`src/rtl/board_ctrl_pkg.sv`:
```
package board_ctrl_pkg;
  // byte offsets inside the page (bits 7:0 of the address)
  localparam logic [7:0] OFF_ID     = 8'h00;
  localparam logic [7:0] OFF_LED    = 8'h08;
  localparam logic [7:0] OFF_LOCK   = 8'h20;
  localparam logic [7:0] OFF_CFG0   = 8'h28;
  localparam logic [7:0] OFF_CFG1   = 8'h2C;
  localparam logic [7:0] OFF_FSET   = 8'h30;
  localparam logic [7:0] OFF_FCLR   = 8'h34;
  localparam logic [7:0] OFF_NVSET  = 8'h38;
  localparam logic [7:0] OFF_NVCLR  = 8'h3C;
  localparam logic [7:0] OFF_RSTCTL = 8'h40;
  localparam logic [7:0] OFF_PCISTA = 8'h44;
  localparam logic [7:0] OFF_LCDSTA = 8'h50;
  localparam logic [15:0] DEF_KEY   = 16'hA05F;
endpackage

```
`src/rtl/board_ctrl_rstsync.sv`:
```
module board_ctrl_rstsync #(
  parameter int STAGES = 2
) (
  input  logic clk,
  input  logic arst_n,
  output logic srst_n
);
  logic [STAGES-1:0] sh_q;
  logic [STAGES-1:0] sh_d;

  always_comb sh_d = {sh_q[STAGES-2:0], 1'b1};

  always_ff @(posedge clk or negedge arst_n) begin
    if (!arst_n) sh_q <= '0;
    else         sh_q <= sh_d;
  end

  assign srst_n = sh_q[STAGES-1];
endmodule

```
`src/rtl/board_ctrl_setclr.sv`:
```
module board_ctrl_setclr #(
  parameter int W = 32
) (
  input  logic         clk,
  input  logic         rst_n,
  input  logic         set_en,
  input  logic         clr_en,
  input  logic [W-1:0] din,
  output logic [W-1:0] q
);
  logic [W-1:0] q_d;
  logic         q_en;

  always_comb begin
    q_en = set_en | clr_en;
    q_d  = q;
    if (set_en)      q_d = q | din;
    else if (clr_en) q_d = q & ~din;
  end

  always_ff @(posedge clk or negedge rst_n) begin
    if (!rst_n)    q <= '0;
    else if (q_en) q <= q_d;
  end

  AST_SET_BITS: assert property (@(posedge clk) disable iff (!rst_n)
    (set_en && !clr_en) |=> ((q & $past(din)) == $past(din)));
  AST_CLR_BITS: assert property (@(posedge clk) disable iff (!rst_n)
    (clr_en && !set_en) |=> ((q & $past(din)) == '0));
  AST_FLAG_HOLD: assert property (@(posedge clk) disable iff (!rst_n)
    (!set_en && !clr_en) |=> $stable(q));
endmodule

```
`src/rtl/board_ctrl_lock.sv`:
```
module board_ctrl_lock #(
  parameter int          W      = 16,
  parameter int          DATA_W = 32,
  parameter logic [15:0] KEY    = 16'hA05F
) (
  input  logic              clk,
  input  logic              rst_n,
  input  logic              wr_en,
  input  logic [DATA_W-1:0] din,
  output logic [W-1:0]      q,
  output logic              open
);
  localparam logic [W-1:0]      KEY_W   = W'(KEY);
  localparam logic [DATA_W-1:0] KEY_BUS = DATA_W'(KEY);
  localparam logic [W-1:0]      TOP_CLR = ~(W'(1) << (W-1));

  logic [W-1:0] q_d;

  always_comb begin
    if (din == KEY_BUS) q_d = KEY_W;
    else                q_d = din[W-1:0] & TOP_CLR;
  end

  always_ff @(posedge clk or negedge rst_n) begin
    if (!rst_n)     q <= '0;
    else if (wr_en) q <= q_d;
  end

  assign open = (q == KEY_W);

  AST_LOCK_MSB: assert property (@(posedge clk) disable iff (!rst_n)
    (q != KEY_W) |-> !q[W-1]);
  AST_KEY_OPENS: assert property (@(posedge clk) disable iff (!rst_n)
    (wr_en && din == KEY_BUS) |=> open);
endmodule

```
`src/rtl/board_ctrl_regs.sv`:
```
module board_ctrl_regs
  import board_ctrl_pkg::*;
#(
  parameter int          ADDR_W   = 12,
  parameter int          LED_W    = 8,
  parameter int          LOCK_W   = 16,
  parameter int          RST_BIT  = 8,
  parameter int          SYNC_STG = 2,
  parameter logic [31:0] ID_WORD  = 32'h4100_7004,
  parameter logic [15:0] KEY      = DEF_KEY,
  parameter logic [31:0] PCI_STAT = 32'h0000_0001,
  parameter logic [31:0] LCD_STAT = 32'h0000_1000
) (
  input  logic              clk,
  input  logic              por_n,
  input  logic              rst_n,
  input  logic [ADDR_W-1:0] addr,
  input  logic              wr_en,
  input  logic [31:0]       wr_data,
  output logic [31:0]       rd_data,
  output logic [LED_W-1:0]  led,
  output logic              board_rst_req
);
  localparam int DW = 32;

  logic sys_srst_n, por_srst_n, sys_arst_n;
  logic in_page;
  logic [7:0] off;
  logic we_led, we_lock, we_cfg0, we_cfg1, we_fset, we_fclr;
  logic we_nvset, we_nvclr, we_rstctl;
  logic [LED_W-1:0]  led_q, led_d;
  logic [DW-1:0]     cfg0_q, cfg0_d, cfg1_q, cfg1_d, rstctl_q, rstctl_d;
  logic [DW-1:0]     flags_q, nvflags_q;
  logic [LOCK_W-1:0] lock_q;
  logic              lock_open;
  logic              req_q, req_d, rstctl_en;

  assign sys_arst_n = por_n & rst_n;

  board_ctrl_rstsync #(.STAGES(SYNC_STG)) u_sync_sys (
    .clk(clk), .arst_n(sys_arst_n), .srst_n(sys_srst_n));
  board_ctrl_rstsync #(.STAGES(SYNC_STG)) u_sync_por (
    .clk(clk), .arst_n(por_n), .srst_n(por_srst_n));

  // address decode
  always_comb begin
    in_page   = (addr >> 8) == '0;
    off       = {addr[7:2], 2'b00};
    we_led    = wr_en && in_page && off == OFF_LED;
    we_lock   = wr_en && in_page && off == OFF_LOCK;
    we_cfg0   = wr_en && in_page && off == OFF_CFG0;
    we_cfg1   = wr_en && in_page && off == OFF_CFG1;
    we_fset   = wr_en && in_page && off == OFF_FSET;
    we_fclr   = wr_en && in_page && off == OFF_FCLR;
    we_nvset  = wr_en && in_page && off == OFF_NVSET;
    we_nvclr  = wr_en && in_page && off == OFF_NVCLR;
    we_rstctl = wr_en && in_page && off == OFF_RSTCTL;
  end

  board_ctrl_lock #(.W(LOCK_W), .DATA_W(DW), .KEY(KEY)) u_lock (
    .clk(clk), .rst_n(sys_srst_n), .wr_en(we_lock), .din(wr_data),
    .q(lock_q), .open(lock_open));

  board_ctrl_setclr #(.W(DW)) u_flags (
    .clk(clk), .rst_n(sys_srst_n), .set_en(we_fset), .clr_en(we_fclr),
    .din(wr_data), .q(flags_q));

  board_ctrl_setclr #(.W(DW)) u_nvflags (
    .clk(clk), .rst_n(por_srst_n), .set_en(we_nvset), .clr_en(we_nvclr),
    .din(wr_data), .q(nvflags_q));

  // next state for plain registers
  always_comb begin
    led_d     = wr_data[LED_W-1:0];
    cfg0_d    = wr_data;
    cfg1_d    = wr_data;
    rstctl_en = we_rstctl && lock_open;
    rstctl_d  = wr_data;
    req_d     = rstctl_en && wr_data[RST_BIT];
  end

  always_ff @(posedge clk or negedge sys_srst_n) begin
    if (!sys_srst_n) begin
      led_q    <= '0;
      cfg0_q   <= '0;
      cfg1_q   <= '0;
      rstctl_q <= '0;
      req_q    <= 1'b0;
    end else begin
      if (we_led)    led_q    <= led_d;
      if (we_cfg0)   cfg0_q   <= cfg0_d;
      if (we_cfg1)   cfg1_q   <= cfg1_d;
      if (rstctl_en) rstctl_q <= rstctl_d;
      req_q <= req_d;
    end
  end

  // read mux
  always_comb begin
    rd_data = '0;
    if (in_page) begin
      case (off)
        OFF_ID:     rd_data = ID_WORD;
        OFF_LED:    rd_data = DW'(led_q);
        OFF_LOCK:   rd_data = DW'(lock_q);
        OFF_CFG0:   rd_data = cfg0_q;
        OFF_CFG1:   rd_data = cfg1_q;
        OFF_FSET:   rd_data = flags_q;
        OFF_NVSET:  rd_data = nvflags_q;
        OFF_RSTCTL: rd_data = rstctl_q;
        OFF_PCISTA: rd_data = PCI_STAT;
        OFF_LCDSTA: rd_data = LCD_STAT;
        default:    rd_data = '0;
      endcase
    end
  end

  assign led           = led_q;
  assign board_rst_req = req_q;

  AST_RSTCTL_GUARD: assert property (@(posedge clk) disable iff (!sys_srst_n)
    !lock_open |=> $stable(rstctl_q));
  AST_REQ_BIT: assert property (@(posedge clk) disable iff (!sys_srst_n)
    board_rst_req |-> rstctl_q[RST_BIT]);
  AST_REQ_OPEN: assert property (@(posedge clk) disable iff (!sys_srst_n)
    board_rst_req |-> $past(lock_open));
  AST_ID_CONST: assert property (@(posedge clk) disable iff (!sys_srst_n)
    (addr == '0) |-> (rd_data == ID_WORD));
endmodule

```
`config.mk`:
```
export PLATFORM = sky130hd
export DESIGN_NAME = board_ctrl_regs
export DESIGN_NICKNAME = d
export VERILOG_FILES = /design/src/rtl/board_ctrl_pkg.sv /design/src/rtl/board_ctrl_rstsync.sv /design/src/rtl/board_ctrl_setclr.sv /design/src/rtl/board_ctrl_lock.sv /design/src/rtl/board_ctrl_regs.sv
export SDC_FILE = /design/constraint.sdc
export NUM_CORES = 1
export LEC_CHECK = 0
export ABC_AREA = 1
export BUFFER_PORTS_ARGS = -buffer_cell sky130_fd_sc_hd__buf_2
export CORE_UTILIZATION = 54
export DETAILED_ROUTE_END_ITERATION = 8
export GPL_TIMING_DRIVEN = 0
export HOLD_SLACK_MARGIN = 0.12
export PLACE_DENSITY = 0.77
export SKIP_LAST_GASP = 1
export SYNTH_ARGS = -nofsm -noshare
export SYNTH_HDL_FRONTEND = slang
export SYNTH_SLANG_ARGS = --single-unit
export TNS_END_PERCENT = 100
```
`constraint.sdc`:
```
create_clock -name clk -period 4.9 [get_ports clk]
set_clock_uncertainty 0.15 [all_clocks]
set_input_delay 0.98 -clock clk [delete_from_list [all_inputs] [get_ports clk]]
set_output_delay 0.98 -clock clk [all_outputs]
set_load 0.02 [all_outputs]
```
==> qor.yml, run 1 <==
seqPwrFrac: 0.501
dp.final_hpwl_mm: 17.44
timing.hold.worst.class: "input pin to async pin"
cts_root_buf: "sky130_fd_sc_hd__clkbuf_16"
ys_warn_count: 0
floorplan.initialDensity: 0.5493
max_stage_delay_ns: 0.38
place.port_buffers: 86
largest_net_degree_at_the_start_of_global_routing: 59
worstMarginPinSlew_ns: 0.8857
cts_resized: 0
first_pass_grt_wire_length_mm: 41.83
synthesis.area_per_instance_sq_um: 7.983
cts_inserted_buffers: 17
worst_path_most_repeated_cell: "sky130_fd_sc_hd__nand2_1"
postSynthRegisterBits: 189
route.detailed.drc: 0
layout.cells.most_common_list: "347 x sky130_fd_sc_hd__nand2_1, 187 x sky130_fd_sc_hd__dfrtp_1, 155 x sky130_fd_sc_hd__o21ai_0"
place_inst: 1446
postSynthCellCount: 1137
hold_viol: 0
crit_path_top_delay_cell: "sky130_fd_sc_hd__nand2_1"
yosys-top-cells-area: "sky130_fd_sc_hd__dfrtp_1 52%, sky130_fd_sc_hd__nand2_1 14%, sky130_fd_sc_hd__o21ai_0 8.5%"
overflow: 0
fmax_mhz: 249.6
critPathBufInv: 3
clkSlewWorstSetupHoldPaths_ns: 0.06
grt_pass1_vias: 7779
switching_share: 0.2284
detail-route-antenna-nets: 0
cell_internal_pwr_mw: 2.481
instance_area_at_placement_sq_um: 9846
drt-initial-drc-count: 890
total_grt_usage: 0.3171
cts.sink_count: 189
antenna_found_initial: 0
timing.max_cap.violations: 0
wire_per_inst_um: 17.63
max_fanout_on_critical_path: 8
final_instance_area_sq_um: 10470
startpoint_to_endpoint_class_of_the_critical_path: "input pin to output port"
sequential_cell_area_sq_um: 4735
final_cell_count_no_fill: 1478
cellPowerDensity_nw_per_um2: 307.2
start_kind: "input pin"
power.leakage_nw: 5.197
cp_data_required_time_ns: 3.77
gpl.final_weighted_congestion: 0.9347
share_comb_of_total_power: 0.046
floorplan.die_area_sq_um: 17330
area_growth_syn_to_layout_pct: 15.30
time_the_worst_path_needs_with_i_o_delays_and_setup_ns: 4.007
cts.hold.buffers_added: 0
final_layout_size_suffix_gt1_frac: 0.1622
timing.critical_path.max_delay_family: "simple AND/OR/NAND/NOR gates"
total_number_of_vias: 8119
post_drt_via_cell_ratio: 5.493
worstSetupEndpointType: "output port"
pwr-share-clk: 0.453
arrival_ns: 2.88
grt_setup_unrepaired: "no"
die_width_um: 131.6
final_common_cell: "sky130_fd_sc_hd__nand2_1"
layout.filler_cells: 1448
multi_input_comb_area_sq_um: 3776
post-cts-setup-buffer-count: 0
tritoncts: "yes"
fp-row-count: 47
routed_wirelength_mm: 26.06
maxSlewHeadroom: 0.4095
path_cells: "buf_2 > inv_1 > nand2_1 > nor2_1 > nand2_1 > nand2_1 > nor2_1 > nand2_1 > nand2_1 > nor2_1 > buf_2"
synth.largest_area_cell: "sky130_fd_sc_hd__dfrtp_1"
core_footprint_sq_um: 16520
vdd.ir_drop.worst_mv: 0.2604
net_switching_power_mw: 0.7343
synth_area_sq_um: 9076
yosysTopAreaCellShare: 0.5211
fin_crit_sh: 0.8177
synth_seq_area_share: 0.5211
final_stage_net_count: 1293
final-max-slew-violation-count: 0
antenna-diode-count: 0
clock_buffer_depth: 2
h_tree_lvl_count: 4
yosys.cell_types.count: 28
source_to_sink_clock_delay_at_the_later_pin_of_the_worst_skew_pair_ns: 0.44
pin_count: 89
die_h_um: 131.6
detail_route.first_pass.iterations: 6
setup_viol_count_final: 0
status: "finished, final reports clean"
## power groups by stage
| stage | Clock (mW) | Sequential [mW] | Combinational [mW] |
|---|---|---|---|
| after floorplan | 0 | 1.64 | 0.0715 |
| after CTS | 1.46 | 1.61 | 0.148 |
| after detailed placement | 0 | 1.64 | 0.147 |
| after global routing | 1.53 | 1.61 | 0.165 |
| final | 1.46 | 1.61 | 0.148 |
| after global placement | 0 | 1.66 | 0.122 |
## metal layers
layer | GRT usage | up-vias | wire length [um]
li1 | - | 3838 | -
met1 | 0.4404 | 3868 | 11320
met2 | 0.4859 | 362 | 11900
met3 | 0.07060 | 51 | 2135
met4 | 0.1214 | 0 | 704
met5 | 0 | - | 0
## kinds of logic after synthesis
kind of cell,Yosys count,synth area share
buf+inv,125,0.06327
other cells,1,0.0004132
compound gates,226,0.1246
flops,189,0.5211
simple gates,596,0.2906
## metrics by stage
step / power, mW / hold slack [ns] / util / setup TNS, ns / setup WS [ns]
2_1_floorplan: 1.716 / 0.1812 / - / 0 / 0.1114
3_3_place_gp: 1.777 / 0.1840 / 0.5922 / -265.89 / -1.749
3_5_place_dp: 1.786 / 0.1870 / 0.5958 / 0 / 0.9708
4_1_cts: 3.222 / 0.1641 / 0.6333 / 0 / 0.9684
5_1_grt: 3.304 / 0.1697 / 0.6333 / 0 / 0.7289
6_report: 3.215 / 0.1709 / 0.6333 / 0 / 0.8934
## path summary, 6_finish.rpt
check / from / slack (ns) / to / cells past startpoint
setup / recovery: addr[2] / 0.89 / rd_data[31] / 11
hold / removal: por_n / 0.17 / u_sync_por.sh_q[0] / 1
setup reg to reg: u_lock.q[12] / 2.98 / rstctl_q[22] / 6
hold reg to reg: u_sync_por.sh_q[0] / 0.20 / u_sync_por.sh_q[1] / 0
max in group asynchronous: u_sync_sys.sh_q[1] / 3.38 / async pin / 2
min in group clk: u_sync_por.sh_q[0] / 0.20 / u_sync_por.sh_q[1] / 0
## Yosys cell counts (all sizes together)
cell type / n
nand4: 10
dfrtp: 189
nor3: 7
clkinv: 1
nand3: 53
nand2: 352
and2: 1
o21ai: 190
conb: 1
buf: 32
clkbuf: 20
nor2: 173
a21oi: 36
inv: 72
## layout make-up
| type | count | area share |
|---|---|---|
| plain buffers | 52 | 0.02857 |
| clock buffers | 22 | 0.04627 |
| clock inverters | 10 | 0.01291 |
| inverters | 73 | 0.02630 |
| multi-input cells | 824 | 0.3608 |
| flip-flops and latches | 189 | 0.4524 |
| well taps | 220 | 0.02630 |
| repair buffers | 88 | 0.04639 |
## worst register-to-register path, delay by kind of cell, from the launching register on
kind            cells  cell delay (ns)
buf+inv             1             0.34
simple gates        4             0.67
compound gates      1             0.25
flops               1             0.42
Note: power is estimated with default switching activity, not from simulation.
==> inputs of run 2 (changes only) <==
--- a/config.mk
+++ b/config.mk
@@ -5,13 +5,13 @@
 export SDC_FILE = /design/constraint.sdc
 export NUM_CORES = 1
 export LEC_CHECK = 0
-export ABC_AREA = 1
+export ABC_AREA = 0
 export BUFFER_PORTS_ARGS = -buffer_cell sky130_fd_sc_hd__buf_2
-export CORE_UTILIZATION = 54
+export CORE_UTILIZATION = 55
 export DETAILED_ROUTE_END_ITERATION = 8
 export GPL_TIMING_DRIVEN = 0
 export HOLD_SLACK_MARGIN = 0.12
-export PLACE_DENSITY = 0.77
+export PLACE_DENSITY = 0.75
 export SKIP_LAST_GASP = 1
 export SYNTH_ARGS = -nofsm -noshare
 export SYNTH_HDL_FRONTEND = slang
==> constraint.sdc (replaced) <==
create_clock -name clk -period 3.8 [get_ports clk]
set_clock_uncertainty 0.15 [all_clocks]
set_input_delay 0.76 -clock clk [delete_from_list [all_inputs] [get_ports clk]]
set_output_delay 0.76 -clock clk [all_outputs]
set_load 0.02 [all_outputs]
==> run 2 against run 1 <==
Sequential share of layout area decreased by 1.3 points; global-route usage down 1.5 points; via count down 17%; clock power grew 17%; sequential power increased by 29%; core utilization increased by 1.4 points; critical endpoint is now rd_data[24]; highest routed layer unchanged.
==> qor.yml, run 2 <==
place_inst: 1090
cts.sink_count: 189
layout.cells.most_common_list: "187 x sky130_fd_sc_hd__dfrtp_1, 102 x sky130_fd_sc_hd__buf_2, 97 x sky130_fd_sc_hd__mux2_2"
startpoint_to_endpoint_class_of_the_critical_path: "input pin to output port"
yosysTopAreaCellShare: 0.5033
synth-edff-count: 0
maxSlewHeadroom: 0.3996
post_drt_via_cell_ratio: 5.985
final_instance_area_sq_um: 10770
vdd.ir_drop.worst_mv: 0.3375
floorplan.initialDensity: 0.5646
instance_area_at_placement_sq_um: 10150
final_cell_count_no_fill: 1125
largest_net_degree_at_the_start_of_global_routing: 61
antenna_found_initial: 1
synth.largest_area_cell: "sky130_fd_sc_hd__dfrtp_1"
first_pass_grt_wire_length_mm: 39.65
place.port_buffers: 83
cp_data_required_time_ns: 2.89
fin_setup_tns_ns: 0
overflow: 0
gpl.final_weighted_congestion: 0.8746
fin_crit_sh: 0.9851
worstSetupEndpointType: "output port"
ys_warn_count: 0
synth_common_cells: "189 x sky130_fd_sc_hd__dfrtp_1, 97 x sky130_fd_sc_hd__mux2_2, 85 x sky130_fd_sc_hd__nand2_1, 79 x sky130_fd_sc_hd__mux2i_1, 68 x sky130_fd_sc_hd__inv_1"
clkSlewWorstSetupHoldPaths_ns: 0.07
time_the_worst_path_needs_with_i_o_delays_and_setup_ns: 3.743
fin_worst_hold_slack_ns: 0.1916
die_width_um: 132.7
pin_count: 89
max_fanout_on_critical_path: 10
most_used_standard_cell_by_instance_count_after_synthesis: "sky130_fd_sc_hd__dfrtp_1"
synthesis.area_per_instance_sq_um: 11.99
area_growth_syn_to_layout_pct: 14.59
hold_viol: 0
cts_inserted_buffers: 17
fmax_mhz: 267.1
power.leakage_nw: 5.801
setup_viol_count_final: 0
synth_seq_area_share: 0.5033
arrival_ns: 2.83
status: "finished, final reports clean"
post-cts-setup-buffer-count: 0
source_to_sink_clock_delay_at_the_later_pin_of_the_worst_skew_pair_ns: 0.44
grt_setup_unrepaired: "yes"
clock_buffer_depth: 2
start_kind: "input pin"
timing.max_cap.violations: 0
die_h_um: 132.7
async_flop_share: 1.000
drt-initial-drc-count: 599
postSynthCellCount: 784
tritoncts: "yes"
ys.flop_type: "sky130_fd_sc_hd__dfrtp_1"
totalPowerFinal_mw: 4.023
route.detailed.drc: 0
wire_per_inst_um: 22.39
worstMarginPinSlew_ns: 0.9006
fp-row-count: 47
cellPowerDensity_nw_per_um2: 373.6
synth_area_sq_um: 9397
h_tree_lvl_count: 4
core_footprint_sq_um: 16640
detail_route.first_pass.iterations: 5
total_number_of_vias: 6733
yosys-top-cells-area: "sky130_fd_sc_hd__dfrtp_1 50%, sky130_fd_sc_hd__mux2_2 12%, sky130_fd_sc_hd__mux2i_1 8.4%"
floorplan.die_area_sq_um: 17610
total_grt_usage: 0.3021
final-max-slew-violation-count: 0
postSynthRegisterBits: 189
grt_pass1_vias: 6974
routed_wirelength_mm: 25.19
final_layout_size_suffix_gt1_frac: 0.3396
final_stage_net_count: 939
final_common_cell: "sky130_fd_sc_hd__dfrtp_1"
detail-route-antenna-nets: 0
cts_root_buf: "sky130_fd_sc_hd__clkbuf_16"
timing.hold.worst.class: "register to async pin"
dp.final_hpwl_mm: 16.95
yosys.cell_types.count: 61
run 2: path summary, 6_finish.rpt:
check,startpoint,endpoint,slack (ns),cells after the start
worst max-delay path,addr[3],rd_data[24],0.06,8
worst min-delay path,u_sync_sys.sh_q[1],async pin,0.19,0
worst max register to register,u_lock.q[14],rstctl_q[10],1.53,5
worst min register to register,u_sync_sys.sh_q[1],async pin,0.19,0
max in group asynchronous,u_sync_sys.sh_q[1],cfg1_q[11],2.58,1
min in group clk,u_sync_por.sh_q[0],u_sync_por.sh_q[1],0.20,0
run 2: area by class of cell:
cell class	instances	area, sq um
Sequential cell	189	4735
Inverter	68	255.2
Clock buffer	17	425.4
Clock inverter	15	131.4
Buffer	51	306.5
Timing Repair Buffer	87	490.5
Tap cell	220	275.3
Multi-Input combinational cell	477	4146
Antenna cell	1	2.502
Fill cell	1315	5874
run 2: through the flow:
step | util | setup WS, ns
after floorplan | - | 0.4942
after global placement | 0.6064 | -0.2665
after detailed placement | 0.6100 | -0.3141
after CTS | 0.6457 | -0.01850
after global routing | 0.6470 | -0.01443
final | 0.6470 | 0.05659
run 2: cells by family (layout without fill, tap and decap cells):
group                  after synthesis  in the layout  share of synthesized area
AOI/OAI and AO/OA                  108            108                    0.08202
buffers and inverters              119            238                    0.05832
DFF                                189            189                     0.5033
muxes                              220            220                     0.2679
other                                1              3                  0.0003991
and+or+nand+nor                    147            147                    0.08802
run 2: what timing repair did:
action / CTS / global route
hold endpoints to repair: 4 / 0
hold buffers: 2 / 0
resized for setup: 8 / 6
setup endpoints to repair: 21 / 25
run 2: metal layers:
layer	track usage	routed length (um)	vias to the layer above
met5	0	0	-
met4	0.1130	546	0
met3	0.05900	1710	50
met2	0.4719	12110	266
met1	0.4192	10830	3429
li1	-	-	2988
run 2: worst max-delay path, stage by stage:
cell,delay [ns]
sky130_fd_sc_hd__buf_2,0.17
sky130_fd_sc_hd__nor2_1,0.45
sky130_fd_sc_hd__and3_1,0.23
sky130_fd_sc_hd__clkbuf_1,0.20
sky130_fd_sc_hd__buf_2,0.35
sky130_fd_sc_hd__a21oi_1,0.12
sky130_fd_sc_hd__a41oi_1,0.32
sky130_fd_sc_hd__buf_2,0.23
run 2: where the power goes:
group / leakage [nW] / switching (mW) / internal, mW
clock: 0.270 / 0.853 / 0.861
combinational: 3.23 / 0.158 / 0.0835
sequential: 2.30 / 0.0325 / 2.04
==> inputs of run 3 (changes only) <==
--- a/config.mk
+++ b/config.mk
@@ -7,6 +7,7 @@
 export LEC_CHECK = 0
 export ABC_AREA = 0
 export BUFFER_PORTS_ARGS = -buffer_cell sky130_fd_sc_hd__buf_2
+export CORE_ASPECT_RATIO = 1.25
 export CORE_UTILIZATION = 55
 export DETAILED_ROUTE_END_ITERATION = 8
 export GPL_TIMING_DRIVEN = 0
==> run 3 against run 2 <==
Non-clock buffer count down 1; highest routed layer unchanged; critical endpoint is now rd_data[12]; worst setup slack worse by 0.0043 ns; core utilization down 0.25 points; via count down 0.94%; clock-buffer cell count up 1; combinational power down 2%.
==> qor.yml, run 3 (synthesis gave the netlist of run 2 again) <==
final_stage_net_count: 938
wire_per_inst_um: 21.93
core_footprint_sq_um: 16780
maxSlewHeadroom: 0.4307
final-max-slew-violation-count: 0
place.port_buffers: 83
cellPowerDensity_nw_per_um2: 389.9
crit_path_top_delay_cell: "sky130_fd_sc_hd__clkbuf_2"
area_growth_syn_to_layout_pct: 15.09
vdd.ir_drop.worst_mv: 0.2904
r2r_slack_ns: 1.49
die_h_um: 148.1
hold_viol: 0
cp_data_required_time_ns: 2.89
route.detailed.drc: 0
post_drt_via_cell_ratio: 5.939
total_grt_usage: 0.2946
gpl.final_weighted_congestion: 0.8598
antenna_found_initial: 0
detail-route-antenna-nets: 0
fp-row-count: 53
timing.hold.worst.class: "register to register"
power.leakage_nw: 5.833
antenna-diode-count: 0
clock_buffer_depth: 2
final_core_util: 0.6446
timing.hold.worst_path_depth: 0
h_tree_lvl_count: 4
critPathBufInv: 5
timing.max_cap.violations: 0
arrival_ns: 2.84
source_to_sink_clock_delay_at_the_later_pin_of_the_worst_skew_pair_ns: 0.43
status: "finished, final reports clean"
total_number_of_vias: 6670
crit-reg2reg-capture: "rstctl_q[7]"
setup_slack_after_layout_ns: 0.05224
floorplan.die_area_sq_um: 17610
dp.final_hpwl_mm: 16.63
fmax_mhz: 266.8
routed_wirelength_mm: 24.63
timing.critical_path.max_delay_family: "buffers and inverters"
detail_route.first_pass.iterations: 7
worst_path_most_repeated_cell: "sky130_fd_sc_hd__buf_2"
max_fanout_on_critical_path: 10
startpoint_to_endpoint_class_of_the_critical_path: "input pin to output port"
fin_crit_sh: 0.9863
fin_setup_tns_ns: 0
grt_pass1_vias: 6940
floorplan.initialDensity: 0.5601
time_the_worst_path_needs_with_i_o_delays_and_setup_ns: 3.748
preCtsSetupSlack_ns: -0.3544
start_kind: "input pin"
drt-initial-drc-count: 525
cts.sink_count: 189
overflow: 0
tritoncts: "yes"
cts_root_buf: "sky130_fd_sc_hd__clkbuf_16"
hold_path.startpoint: "u_sync_por.sh_q[0]"
grt_setup_unrepaired: "yes"
setup_viol_count_final: 0
final_common_cell: "sky130_fd_sc_hd__dfrtp_1"
first_pass_grt_wire_length_mm: 38.83
cts_inserted_buffers: 17
worstMarginPinSlew_ns: 0.8539
max_stage_delay_ns: 0.39
timing.rr.start: "u_lock.q[14]"
largest_net_degree_at_the_start_of_global_routing: 59
reg2reg_depth: 5
worstSetupEndpointType: "output port"
layout.cells.most_common_list: "187 x sky130_fd_sc_hd__dfrtp_1, 104 x sky130_fd_sc_hd__buf_2, 97 x sky130_fd_sc_hd__mux2_2"
clkSlewWorstSetupHoldPaths_ns: 0.07
path_cells: "buf_2 > buf_2 > nand4bb_4 > buf_2 > nor3_2 > clkbuf_2 > nand2_1 > a31oi_1 > buf_2"
final_layout_size_suffix_gt1_frac: 0.3422
pin_count: 89
hold-path-endpoint: "u_sync_por.sh_q[1]"
die_width_um: 118.9
==> run 3: how the worst max path moves through the flow <==
stage / depth (start not counted) / endpoint / start
6_report: 9 / rd_data[12] / addr[5]
5_1_grt: 9 / rd_data[12] / addr[5]
4_1_cts: 7 / rd_data[24] / addr[7]
3_5_place_dp: 9 / rd_data[14] / addr[5]
3_3_place_gp: 9 / rd_data[14] / addr[5]
2_1_floorplan: 7 / rd_data[12] / addr[7]
==> run 3: layout make-up <==
type	instances	area, sq um
clock buffer	18	429.2
sequential	189	4735
buffer	50	297.8
inverter	68	255.2
timing repair buffer	87	483.0
tap	220	275.3
multi-input combinational	477	4149
fill	1324	5963
clock inverter	14	190.2
==> run 3: worst register-to-register path, delay by kind of cell, from the launching register on <==
kind          cells  cell delay [ns]
simple gates      3             1.11
mux               1             0.31
flops             1             0.40
buf+inv           1             0.22
==> run 3: report_power, final <==
part	total, mW	switching [mW]	internal (mW)
Clock	1.91	0.803	1.11
Combinational	0.237	0.154	0.0825
Sequential	2.07	0.0349	2.04
==> run 3: repair_timing <==
item	CTS	global route
gates cloned	0	0
hold buffers	2	0
endpoints found under the hold margin	4	0
setup endpoints to repair	23	25
setup buffers	0	0
resized for setup	6	10
==> run 3: routing by layer <==
| layer | vias to the layer above | track usage | routed length, um |
|---|---|---|---|
| met4 | 0 | 0.1437 | 938 |
| met5 | - | 0 | 0 |
| li1 | 2991 | - | - |
| met3 | 58 | 0.05176 | 1513 |
| met2 | 243 | 0.4909 | 12160 |
| met1 | 3378 | 0.3724 | 10020 |
==> run 3: per-stage QoR <==
| step | area (sq um) | hold slack [ns] | instances | total power, mW |
|---|---|---|---|---|
| after floorplan | 9402 | 0.1811 | 785 | 2.223 |
| after global placement | 10090 | 0.1837 | 1088 | 2.331 |
| after detailed placement | 10140 | 0.1996 | 1090 | 2.342 |
| after CTS | 10800 | 0.2153 | 1124 | 4.232 |
| after global routing | 10810 | 0.2187 | 1123 | 4.323 |
| final | 10810 | 0.2154 | 1123 | 4.217 |
